### config.mk
export PLATFORM = sky130hd
export DESIGN_NAME = wrstat_reader
export DESIGN_NICKNAME = d
export VERILOG_FILES = /design/src/rtl/wrstat_pkg.sv /design/src/rtl/wrstat_busgate.sv /design/src/rtl/wrstat_toggle.sv /design/src/rtl/wrstat_mux.sv /design/src/rtl/wrstat_reader.sv
export SDC_FILE = /design/constraint.sdc
export NUM_CORES = 1
export LEC_CHECK = 0
export ABC_AREA = 1
export BUFFER_PORTS_ARGS = -buffer_cell sky130_fd_sc_hd__buf_2
export CORE_MARGIN = 1
export CORE_UTILIZATION = 41
export CTS_BUF_LIST = sky130_fd_sc_hd__clkbuf_4 sky130_fd_sc_hd__clkbuf_8
export CTS_CLUSTER_SIZE = 16
export DETAILED_ROUTE_END_ITERATION = 10
export GPL_TIMING_DRIVEN = 0
export PLACE_DENSITY_LB_ADDON = 0.08
export SYNTH_ARGS = -nofsm -noshare
export SYNTH_HDL_FRONTEND = slang
export SYNTH_SLANG_ARGS = --single-unit
### constraint.sdc
create_clock -name clk -period 1 [get_ports clk]
set_input_delay 0.2 -clock clk [delete_from_list [all_inputs] [get_ports clk]]
set_output_delay 0.2 -clock clk [all_outputs]
set_load 0.02 [all_outputs]
### src/rtl/wrstat_pkg.sv
package wrstat_pkg;
  typedef enum logic [1:0] {
    SRC_NONE   = 2'd0,
    SRC_ARRAY  = 2'd1,
    SRC_STATUS = 2'd2
  } rd_src_e;
endpackage

### src/rtl/wrstat_busgate.sv
module wrstat_busgate (
  input  logic clk,
  input  logic rst,
  input  logic cs_n,
  input  logic rd_oe_n,
  input  logic wr_n,
  output logic rd_ok,
  output logic access_start
);
  logic oe_n_q;

  assign rd_ok        = !cs_n && !rd_oe_n && wr_n;
  assign access_start = oe_n_q && rd_ok;

  always_ff @(posedge clk) begin
    if (rst) oe_n_q <= 1'b1;
    else     oe_n_q <= rd_oe_n;
  end

  // deselected strobes never count as accesses
  a_r9_no_access_when_deselected: assert property (@(posedge clk) disable iff (rst)
    cs_n |-> !access_start);
  // an access start needs the enable high in the prior cycle
  a_r6_start_is_edge: assert property (@(posedge clk) disable iff (rst)
    access_start |-> $past(rd_oe_n));
endmodule

### src/rtl/wrstat_toggle.sv
module wrstat_toggle (
  input  logic clk,
  input  logic rst,
  input  logic busy,
  input  logic access_start,
  output logic tog_now
);
  logic busy_q;
  logic tog_q;
  logic busy_rise;
  logic flip;
  logic base;

  assign busy_rise = busy && !busy_q;
  assign flip      = busy && access_start;
  assign base      = busy_rise ? 1'b0 : tog_q;
  assign tog_now   = base ^ flip;

  always_ff @(posedge clk) begin
    if (rst) begin
      busy_q <= 1'b0;
      tog_q  <= 1'b0;
    end else begin
      busy_q <= busy;
      tog_q  <= tog_now;
    end
  end

  // a busy access inverts the toggle
  a_r6_flip_on_access: assert property (@(posedge clk) disable iff (rst)
    (flip && !busy_rise) |=> (tog_q != $past(tog_q)));
  // start of a program cycle without an access clears the toggle
  a_r7_reload_on_start: assert property (@(posedge clk) disable iff (rst)
    (busy_rise && !flip) |=> !tog_q);
  // no access, no change
  a_r6_hold_between: assert property (@(posedge clk) disable iff (rst)
    (!flip && !busy_rise) |=> $stable(tog_q));
endmodule

### src/rtl/wrstat_mux.sv
module wrstat_mux
  import wrstat_pkg::*;
#(
  parameter int ADDR_W = 13,
  parameter int DATA_W = 8
) (
  input  logic              rd_ok,
  input  logic              busy,
  input  logic [ADDR_W-1:0] rd_addr,
  input  logic [ADDR_W-1:0] last_addr,
  input  logic              last_wr_msb,
  input  logic [DATA_W-1:0] arr_data,
  input  logic              tog_now,
  output logic [DATA_W-1:0] word
);
  localparam int POLL_BIT = DATA_W - 1;
  localparam int TOG_BIT  = DATA_W - 2;

  rd_src_e           src;
  logic [DATA_W-1:0] status_w;
  logic              hit;

  assign hit = (rd_addr == last_addr);

  always_comb begin
    status_w           = '0;
    status_w[TOG_BIT]  = tog_now;
    status_w[POLL_BIT] = hit ? !last_wr_msb : 1'b0;
  end

  always_comb begin
    if (!rd_ok)    src = SRC_NONE;
    else if (busy) src = SRC_STATUS;
    else           src = SRC_ARRAY;
  end

  always_comb begin
    unique case (src)
      SRC_ARRAY:  word = arr_data;
      SRC_STATUS: word = status_w;
      default:    word = '0;
    endcase
  end
endmodule

### src/rtl/wrstat_reader.sv
module wrstat_reader #(
  parameter int ADDR_W = 13,
  parameter int DATA_W = 8
) (
  input  logic              clk,
  input  logic              rst,
  input  logic              cs_n,
  input  logic              rd_oe_n,
  input  logic              wr_n,
  input  logic [ADDR_W-1:0] rd_addr,
  input  logic              busy,
  input  logic [ADDR_W-1:0] last_addr,
  input  logic              last_wr_msb,
  input  logic [DATA_W-1:0] arr_data,
  output logic [DATA_W-1:0] dout,
  output logic              dout_en
);
  localparam int POLL_BIT = DATA_W - 1;
  localparam int LOW_W    = DATA_W - 2;

  logic              rd_ok;
  logic              access_start;
  logic              tog_now;
  logic [DATA_W-1:0] word;

  wrstat_busgate u_gate (
    .clk(clk), .rst(rst), .cs_n(cs_n), .rd_oe_n(rd_oe_n), .wr_n(wr_n),
    .rd_ok(rd_ok), .access_start(access_start)
  );

  wrstat_toggle u_tog (
    .clk(clk), .rst(rst), .busy(busy), .access_start(access_start),
    .tog_now(tog_now)
  );

  wrstat_mux #(.ADDR_W(ADDR_W), .DATA_W(DATA_W)) u_mux (
    .rd_ok(rd_ok), .busy(busy), .rd_addr(rd_addr), .last_addr(last_addr),
    .last_wr_msb(last_wr_msb), .arr_data(arr_data), .tog_now(tog_now),
    .word(word)
  );

  always_ff @(posedge clk) begin
    if (rst) begin
      dout    <= '0;
      dout_en <= 1'b0;
    end else begin
      dout    <= word;
      dout_en <= rd_ok;
    end
  end


  a_r1_drive_on_read: assert property (@(posedge clk) disable iff (rst)
    (!cs_n && !rd_oe_n && wr_n) |=> dout_en);

  a_r2_release_bus: assert property (@(posedge clk) disable iff (rst)
    (cs_n || rd_oe_n) |=> (!dout_en && dout == '0));

  a_r3_no_drive_in_write: assert property (@(posedge clk) disable iff (rst)
    !wr_n |=> (!dout_en && dout == '0));

  a_r4_complement_poll: assert property (@(posedge clk) disable iff (rst)
    (rd_ok && busy && rd_addr == last_addr) |=> (dout[POLL_BIT] == !$past(last_wr_msb)));

  a_r5_low_bits_zero: assert property (@(posedge clk) disable iff (rst)
    (rd_ok && busy) |=> (dout[LOW_W-1:0] == '0));

  a_r8_true_data_idle: assert property (@(posedge clk) disable iff (rst)
    (rd_ok && !busy) |=> (dout == $past(arr_data)));
endmodule

After elaboration in Yosys (flattened, before gate mapping)
Index checks and enable logic that the tools add are counted.
- flip-flop bits (word level): 12
- input bits: 41
- word-level logic and storage cells: 23
- equal/unequal tests: 3
- multiplexer cells: 5
- bitwise logic cells: 1
- reductions and logical operators: 9
- operators with widths (operator ; number):
    8-bit case mux with 2 select lines ; 1
    13-bit == test ; 1
    1-bit logical AND ; 5
    1-bit zero test ; 4
    2-bit two-way mux ; 2
    2-bit by 1-bit == test with 1-bit output, second input constant ; 1
    2-bit == test, second input constant ; 1
    1-bit two-way mux ; 2
    1-bit bitwise XOR ; 1

Logic depth before layout (Yosys ltp)
Gate-level depths: netlist (run 1).
- word-level depth: 7
- depth in mapped cells: 8

By module
A second synthesis (run 1) with hierarchy kept.
- cell total of the unflattened synthesis: 137
- area, all modules: 755.7 µm²
- modules (own cells, without submodules) (module ; instances ; cells an instance ; area each (µm²) ; seq. area each (µm²)):
    wrstat_mux ; 1 ; 89 ; 360.3 ; 0.0
    wrstat_reader ; 1 ; 28 ; 259.0 ; 180.2
    wrstat_toggle ; 1 ; 13 ; 88.8 ; 40.0
    wrstat_busgate ; 1 ; 7 ; 47.5 ; 20.0

Worst setup path before layout (run 1)
Ideal clock, no wire load.
- path type: input port to flip-flop
- from: input rd_oe_n
- to: register dout[7]
- setup time: 68 ps
- arrival time: 790 ps
- data required time: 932 ps
- slack: 143 ps
- stages: 5
- cells stage by stage: nor2_2 -> nand2_2 -> nor2_2 -> nand2_1 -> a21oi_2
- cells in the longest elaborated chain, start to end: 6
- elaborated cells on any way between the ends: 7
- those cells by class: eq/ne (2); mux (2); reduce/logical (3)
- RTL lines (element ; line ; source):
    start, declared ; wrstat_reader.sv:8 ; input logic rd_oe_n,
    1-bit zero test * ; wrstat_busgate.sv:12 ; assign rd_ok = !cs_n && !rd_oe_n && wr_n;
    1-bit logical AND * (2 in a row) ; wrstat_busgate.sv:12 ;
    2-bit two-way mux * ; wrstat_mux.sv:32 ; if (!rd_ok) src = SRC_NONE;
    2-bit == test / 2-bit by 1-bit == test with 1-bit output (equally long branches) ; wrstat_mux.sv:38 ; unique case (src)
    8-bit case mux with 2 select lines * ; wrstat_mux.sv:38 ;
    end signal, assigned ; wrstat_reader.sv:47 ; dout <= word;
    end, declared ; wrstat_reader.sv:15 ; output logic [DATA_W-1:0] dout,
Mark *: on every way between the ends. The rest lies on a longest branch, timed or not.
A chain may end at the register's enable or synchronous reset.

Worst setup path after layout (run 1)
- from: register dout[5]
- to: output dout[5]
No word-level cell between the ends.

==> results.toml, run 1 <==
[setup_path]
path_class = "flip-flop to output pin"
cp.required_ns = 0.80
critPathTopFamily = "flip-flops"
end_kind = "output pin"
critical-path-max-stage-delay_ns = 0.31
crit_path_start_kind = "flip-flop"
crit_slowest_cell = "dfxtp_1"
crit_path_cell_trace = "buf_2"
worst-r2r-setup-slack_ns = 0.13
path_buf_inv = 1
crit_arrival_ns = 0.74
cp_max_fo = 1

[grt]
grt_max_degree = 11
grtUsageMet3_pct = 6.38
use_met1_pct = 21.4
grt_usage_pct = 18.5
grt_pass1_vias = 694
antenna_found_initial = 0
grt_use_met2_pct = 31.2
grt_overflow = 0
top_usage_layer = "met2"
grt_first_pass_wirelength_mm = 2.57

[drt]
avgRoutedWirePerCell_um = 7.76
avgViaCountPerCell = 4.19
wl_mm = 1.49
drt_iter0_markers = 6
dr.pass1.iters = 3
vias = 804
detail-route-antenna-nets = 0
drc = 0

[sta]
holdWs_ns = 0.106
fin_crit_ns = 0.941
fin_crit_sh_pct = 94.1
fin_skew_ns = 0.000594
clock.fmax_mhz = 1060
rsz0062_at_grt = "no"
setup_violations = 0
slew_headroom_pct = 69.7
worst_pin_slew_ns = 0.454
setup_ws_ns = 0.0591
finalHoldViolations = 0
final_max_slew_viol_count = 0

[job]
cap_viol_max_count = 0

[cells_and_area]
areaGrowthSynthToFinish_pct = 43.7
drive_gt1_share_pct = 34.1
n_fill_cell = 163
diodes = 0
stdcell_area_um2 = 992
instances_no_fill = 192
fin_nets = 218

[pwr]
irDropWorstVdd_v = 0.00102
netSwitchingPower_mw = 0.268
clock_power_share_pct = 35.3
p_int_mw = 0.808
p_leak_nw = 0.648
seqPwrFrac_pct = 45.5
p_per_area_nw_per_um2 = 1080
p_sw_share_pct = 24.9
pwr-share-comb_pct = 19.2
total_power_mw = 1.08

[clock_network]
clkLatencyLatePin_ns = 0.27
cts_made_buffers = 3
cts.sinks = 12
htreeDepth = 1
cts_root_buffer = "clkbuf_4"
clk_pin_slew_ns = 0.07
post_cts_buffers = 0
cts_resized = 0
ctsLongestPathBuffers = 2
cts_tree = "built"
hold_buffers = 0

[synthesis]
ys_ff_latch = 12
yosys_warnings = 0
seq_area_frac_synth_pct = 34.8
netlist-cell-type-count = 13
yosysMostFrequentCell = "nand2_1"
yosys.area.top_type = "dfxtp_1"
ys_top_cells_by_count = "54 x nand2_1, 27 x inv_1, 19 x nor2_1"
syn_area_per_cell_um2 = 5.62
synth.area.top_cells = "dfxtp_1 35%, nand2_1 29%, inv_1 15%"
synth-edff-count = 0
async_flop_share_pct = 0
synth_cells = 123
netlist_area_um2 = 691
synth_top_area_share_pct = 34.8
synth_fp_nets = 164
synthFlopType = "dfxtp_1"

[placed_design]
gp_congestion = 0.729
place_inst = 188
dpl-instance-area_um2 = 956
place.detailed.hpwl_mm = 1.24
post-place-ws_ns = -0.116
portBuffers = 49

[min_path]
hp-class = "input port to flip-flop"

[floorplan]
start_util_pct = 44.8
fp-row-count = 14
ios = 50
fp.dieH_um = 43.0
die_area_um2 = 1850
core_area_um2 = 1540
die_w_um = 43.0

[outcome]
outcome = "complete, no violations"
-- cell type report --
| class | count | area [µm²] | area share, % |
|---|---|---|---|
| Clock buffer | 4 | 36.3 | 3.66 |
| Sequential cell | 12 | 240 | 24.2 |
| Timing Repair Buffer | 49 | 245 | 24.7 |
| Buffer | 1 | 3.75 | 0.378 |
| Multi-Input combinational cell | 83 | 345 | 34.8 |
| Inverter | 27 | 101 | 10.2 |
| Tap cell | 16 | 20.0 | 2.02 |
-- power groups by stage --
stage	Sequential [mW]	Clock, mW	Combinational [mW]
after floorplan	0.506	0	0.0936
after global placement	0.501	0	0.200
after detailed placement	0.501	0	0.207
after CTS	0.490	0.388	0.208
after global routing	0.491	0.406	0.240
final	0.490	0.380	0.206
-- flip-flops by register name, indices dropped and copies added, names as in the netlist --
signal / flops
dout: 8
dout_en: 1
u_gate.oe_n_q: 1
u_tog.busy_q: 1
u_tog.tog_q: 1
-- per-stage QoR --
stage / TNS (ns) / util (%)
6_report: 0 / 64.4
5_1_grt: 0 / 64.4
4_1_cts: 0 / 64.4
3_5_place_dp: -0.406 / 62.0
3_3_place_gp: -0.207 / 62.0
2_1_floorplan: 0 / -
-- placed cells by master, fill, tap and decap left out --
master / n
o21ai_1: 1
nor2_2: 2
nand2_1: 54
nand3b_1: 1
clkbuf_4: 3
a21oi_2: 2
nor2_1: 19
clkbuf_8: 1
nand3_1: 1
nand2_2: 1
or2_2: 1
buf_2: 49
dfxtp_1: 12
nor2_4: 1
clkbuf_1: 1
inv_1: 27
-- per-layer routing --
layer  up-vias  share of wire (%)
li1        453                  -
met1       317                 46
met2        29                 45
met3         5                7.9
met4         0                1.3
met5         -                  0
-- cells by family (layout without fill, tap and decap cells) --
group / Yosys count / count (layout) / synth area share [%]
flip-flops: 12 / 12 / 34.8
AO/OA/AOI/OAI: 3 / 3 / 3.26
AND/OR/NAND/NOR: 80 / 80 / 46.7
buffers and inverters: 28 / 81 / 15.2
-- final timing paths --
check | start | endpoint | cells past startpoint
max | dout[5]$_SDFF_PP0_ | dout[5] | 1
min | rst | dout[6]$_SDFF_PP0_ | 2
max reg2reg | u_tog.busy_q$_SDFF_PP0_ | dout[6]$_SDFF_PP0_ | 4
min reg2reg | u_gate.oe_n_q$_SDFF_PP1_ | u_tog.tog_q$_SDFF_PP0_ | 4
(Power assumes the default switching activity.)
==> inputs of run 2 (changes only) <==
--- a/config.mk
+++ b/config.mk
@@ -5,10 +5,9 @@
 export SDC_FILE = /design/constraint.sdc
 export NUM_CORES = 1
 export LEC_CHECK = 0
-export ABC_AREA = 1
 export BUFFER_PORTS_ARGS = -buffer_cell sky130_fd_sc_hd__buf_2
 export CORE_MARGIN = 1
-export CORE_UTILIZATION = 41
+export CORE_UTILIZATION = 37
 export CTS_BUF_LIST = sky130_fd_sc_hd__clkbuf_4 sky130_fd_sc_hd__clkbuf_8
 export CTS_CLUSTER_SIZE = 16
 export DETAILED_ROUTE_END_ITERATION = 10
==> run 2 against run 1 <==
Effect of this change:
- flip-flop and latch count unchanged
- highest routed layer unchanged
- critical path type is now input port to flip-flop
- die area decreased by 14%
- combinational power decreased by 12%
==> results.toml, run 2 <==
[floorplan]
die_area_um2 = 1590
core_area_um2 = 1320
fp-row-count = 13
fp.dieH_um = 39.9
ios = 50
start_util_pct = 40.4
die_w_um = 39.9

[setup_path]
reg2reg_depth = 4
crit_arrival_ns = 1.16
end_kind = "flip-flop"
cp.required_ns = 1.20
crit_path_start_kind = "input port"
crit_slowest_cell = "or4b_4"
r2r-start = "u_gate.oe_n_q$_SDFF_PP1_"
worst-r2r-setup-slack_ns = 0.06
rr_endpoint = "u_tog.tog_q$_SDFF_PP0_"
critical-path-max-stage-delay_ns = 0.57
path_class = "input port to flip-flop"
cp_max_fo = 7
crit_path_cell_trace = "buf_8 -> or4b_4 -> nor2_4 -> nand2_1 -> o21ai_1"

[outcome]
outcome = "complete, no violations"

[placed_design]
place.detailed.hpwl_um = 863
place_inst = 116
portBuffers = 49
post-place-ws_ns = -0.248
gp_congestion = 0.612

[sta]
worst_pin_slew_ns = 0.260
clock.fmax_mhz = 1040
setup_violations = 0
final_max_slew_viol_count = 0
fin_skew_ns = 0.000202
finalHoldViolations = 0
rsz0062_at_grt = "yes"
slew_headroom_pct = 82.5
fin_crit_sh_pct = 95.9
holdWs_ns = 0.128
fin_crit_ns = 0.959
setup_ws_ns = 0.0410

[clock_network]
htreeDepth = 1
clkLatencyLatePin_ns = 0.27
cts_root_buffer = "clkbuf_4"
ctsLongestPathBuffers = 2
clk_pin_slew_ns = 0.07
cts.sinks = 12
cts_tree = "built"
cts_made_buffers = 3
hold_buffers = 0

[synthesis]
ys_ff_latch = 12
synth-adder-area-share_pct = 0
synthFlopType = "dfxtp_1"
yosysMostFrequentCell = "dfxtp_1"
synth.area.top_cells = "dfxtp_1 45%, xor2_1 16%, and2_1 7.1%"
netlist-cell-type-count = 20
synthMuxAreaShare_pct = 0
netlist_area_um2 = 532
synth_cells = 52
synth_simple_gate_area_share_pct = 25.4
ys_top_cells_by_count = "12 x dfxtp_1, 10 x xor2_1, 6 x and2_1"
synth_top_family_by_area = "simple AND/OR/NAND/NOR gates"
synth_fp_nets = 93
yosys.area.top_type = "dfxtp_1"
seq_area_frac_synth_pct = 45.2
synth-compound-area-share_pct = 4.94
yosys_warnings = 0
synth_xor_area_share_pct = 23.1
async_flop_share_pct = 0
synth_top_area_share_pct = 45.2
synth-edff-count = 0
syn_area_per_cell_um2 = 10.2

[grt]
grt_pass1_vias = 389
grt_max_degree = 8
grt_first_pass_wirelength_mm = 1.49
grt_usage_pct = 14.8
antenna_found_initial = 0
grt_overflow = 0

[cells_and_area]
largest_register = "dout"
final_cell_mix = "46 x buf_2, 11 x dfxtp_1, 10 x xor2_1, 6 x and2_1, 4 x xnor2_1"
areaGrowthSynthToFinish_pct = 64.5
fin_nets = 148
largest_reg_flops = 8
drive_gt1_share_pct = 57.5
diodes = 0
final_common_cell = "buf_2"
instances_no_fill = 121
utilization_pct = 66.4
n_fill_cell = 114

[drt]
dr.pass1.iters = 3
drc = 0
vias = 529
avgViaCountPerCell = 4.37
detail-route-antenna-nets = 0
wl_mm = 1.02
avgRoutedWirePerCell_um = 8.46
drt_iter0_markers = 7

[job]
cap_viol_max_count = 0

[pwr]
total_power_mw = 1.05
irDropWorstVdd_v = 0.000613
p_leak_nw = 0.452
p_per_area_nw_per_um2 = 1200

[min_path]
hold_path_end = "u_tog.tog_q$_SDFF_PP0_"
hp-class = "input port to flip-flop"
min_path_cells = 2
hold_start = "rst"
[run 2: layout make-up]
type	count	area [µm²]	share of cell area, %
clock buffers	4	36.3	4.15
inverters	2	7.51	0.858
multi-input cells	38	299	34.2
flip-flops and latches	12	241	27.6
well taps	15	18.8	2.15
repair buffers	50	272	31.0
[run 2: timing repair]
action | 4_1_cts | 5_1_grt
setup buffers | 0 | 1
gates resized for setup | 2 | 8
setup endpoints to repair | 1 | 7
pin swaps | 0 | 3
hold endpoints to repair | 0 | 0
[run 2: worst max-delay path by stage]
stage / from / endpoint / slack (ns) / depth (start not counted)
6_report: cs_n / dout[7]$_SDFF_PP0_ / 0.04 / 5
5_1_grt: cs_n / dout[7]$_SDFF_PP0_ / -0.02 / 5
4_1_cts: u_gate.oe_n_q$_SDFF_PP1_ / u_tog.tog_q$_SDFF_PP0_ / 0.004 / 4
3_5_place_dp: rst / dout[5]$_SDFF_PP0_ / -0.25 / 4
3_3_place_gp: rst / dout[3]$_SDFF_PP0_ / -0.25 / 4
2_1_floorplan: rst / dout[0]$_SDFF_PP0_ / -0.06 / 3
[run 2: critical path, delay by kind of cell]
kind / cells / cell delay, ns
buf+inv: 1 / 0.09
compound gates: 1 / 0.06
simple gates: 3 / 0.80
[run 2: logic make-up after synthesis]
kind of cell | after synthesis
AND/OR/NAND/NOR | 20
AO/OA/AOI/OAI | 4
buffers and inverters | 2
XOR/XNOR | 14
flip-flops | 12
[run 2: layer usage]
layer	wire length, µm	GRT usage (%)	up-vias
met5	0	0	-
met4	7	10.3	0
met3	111	7.39	2
met2	455	21.4	36
met1	449	16.7	206
li1	-	-	285
[run 2: per-stage QoR]
step | TNS [ns] | area [µm²]
6_report | 0 | 875
5_1_grt | -0.0400 | 875
4_1_cts | 0 | 847
3_5_place_dp | -2.07 | 796
3_3_place_gp | -2.06 | 796
2_1_floorplan | -0.404 | 532
[run 2: where the power goes]
| part | internal, mW | total [mW] | leakage, nW | switching, mW |
|---|---|---|---|---|
| clock network | 0.221 | 0.373 | 0.0210 | 0.152 |
| logic | 0.112 | 0.182 | 0.333 | 0.0693 |
| registers | 0.488 | 0.492 | 0.0973 | 0.00386 |
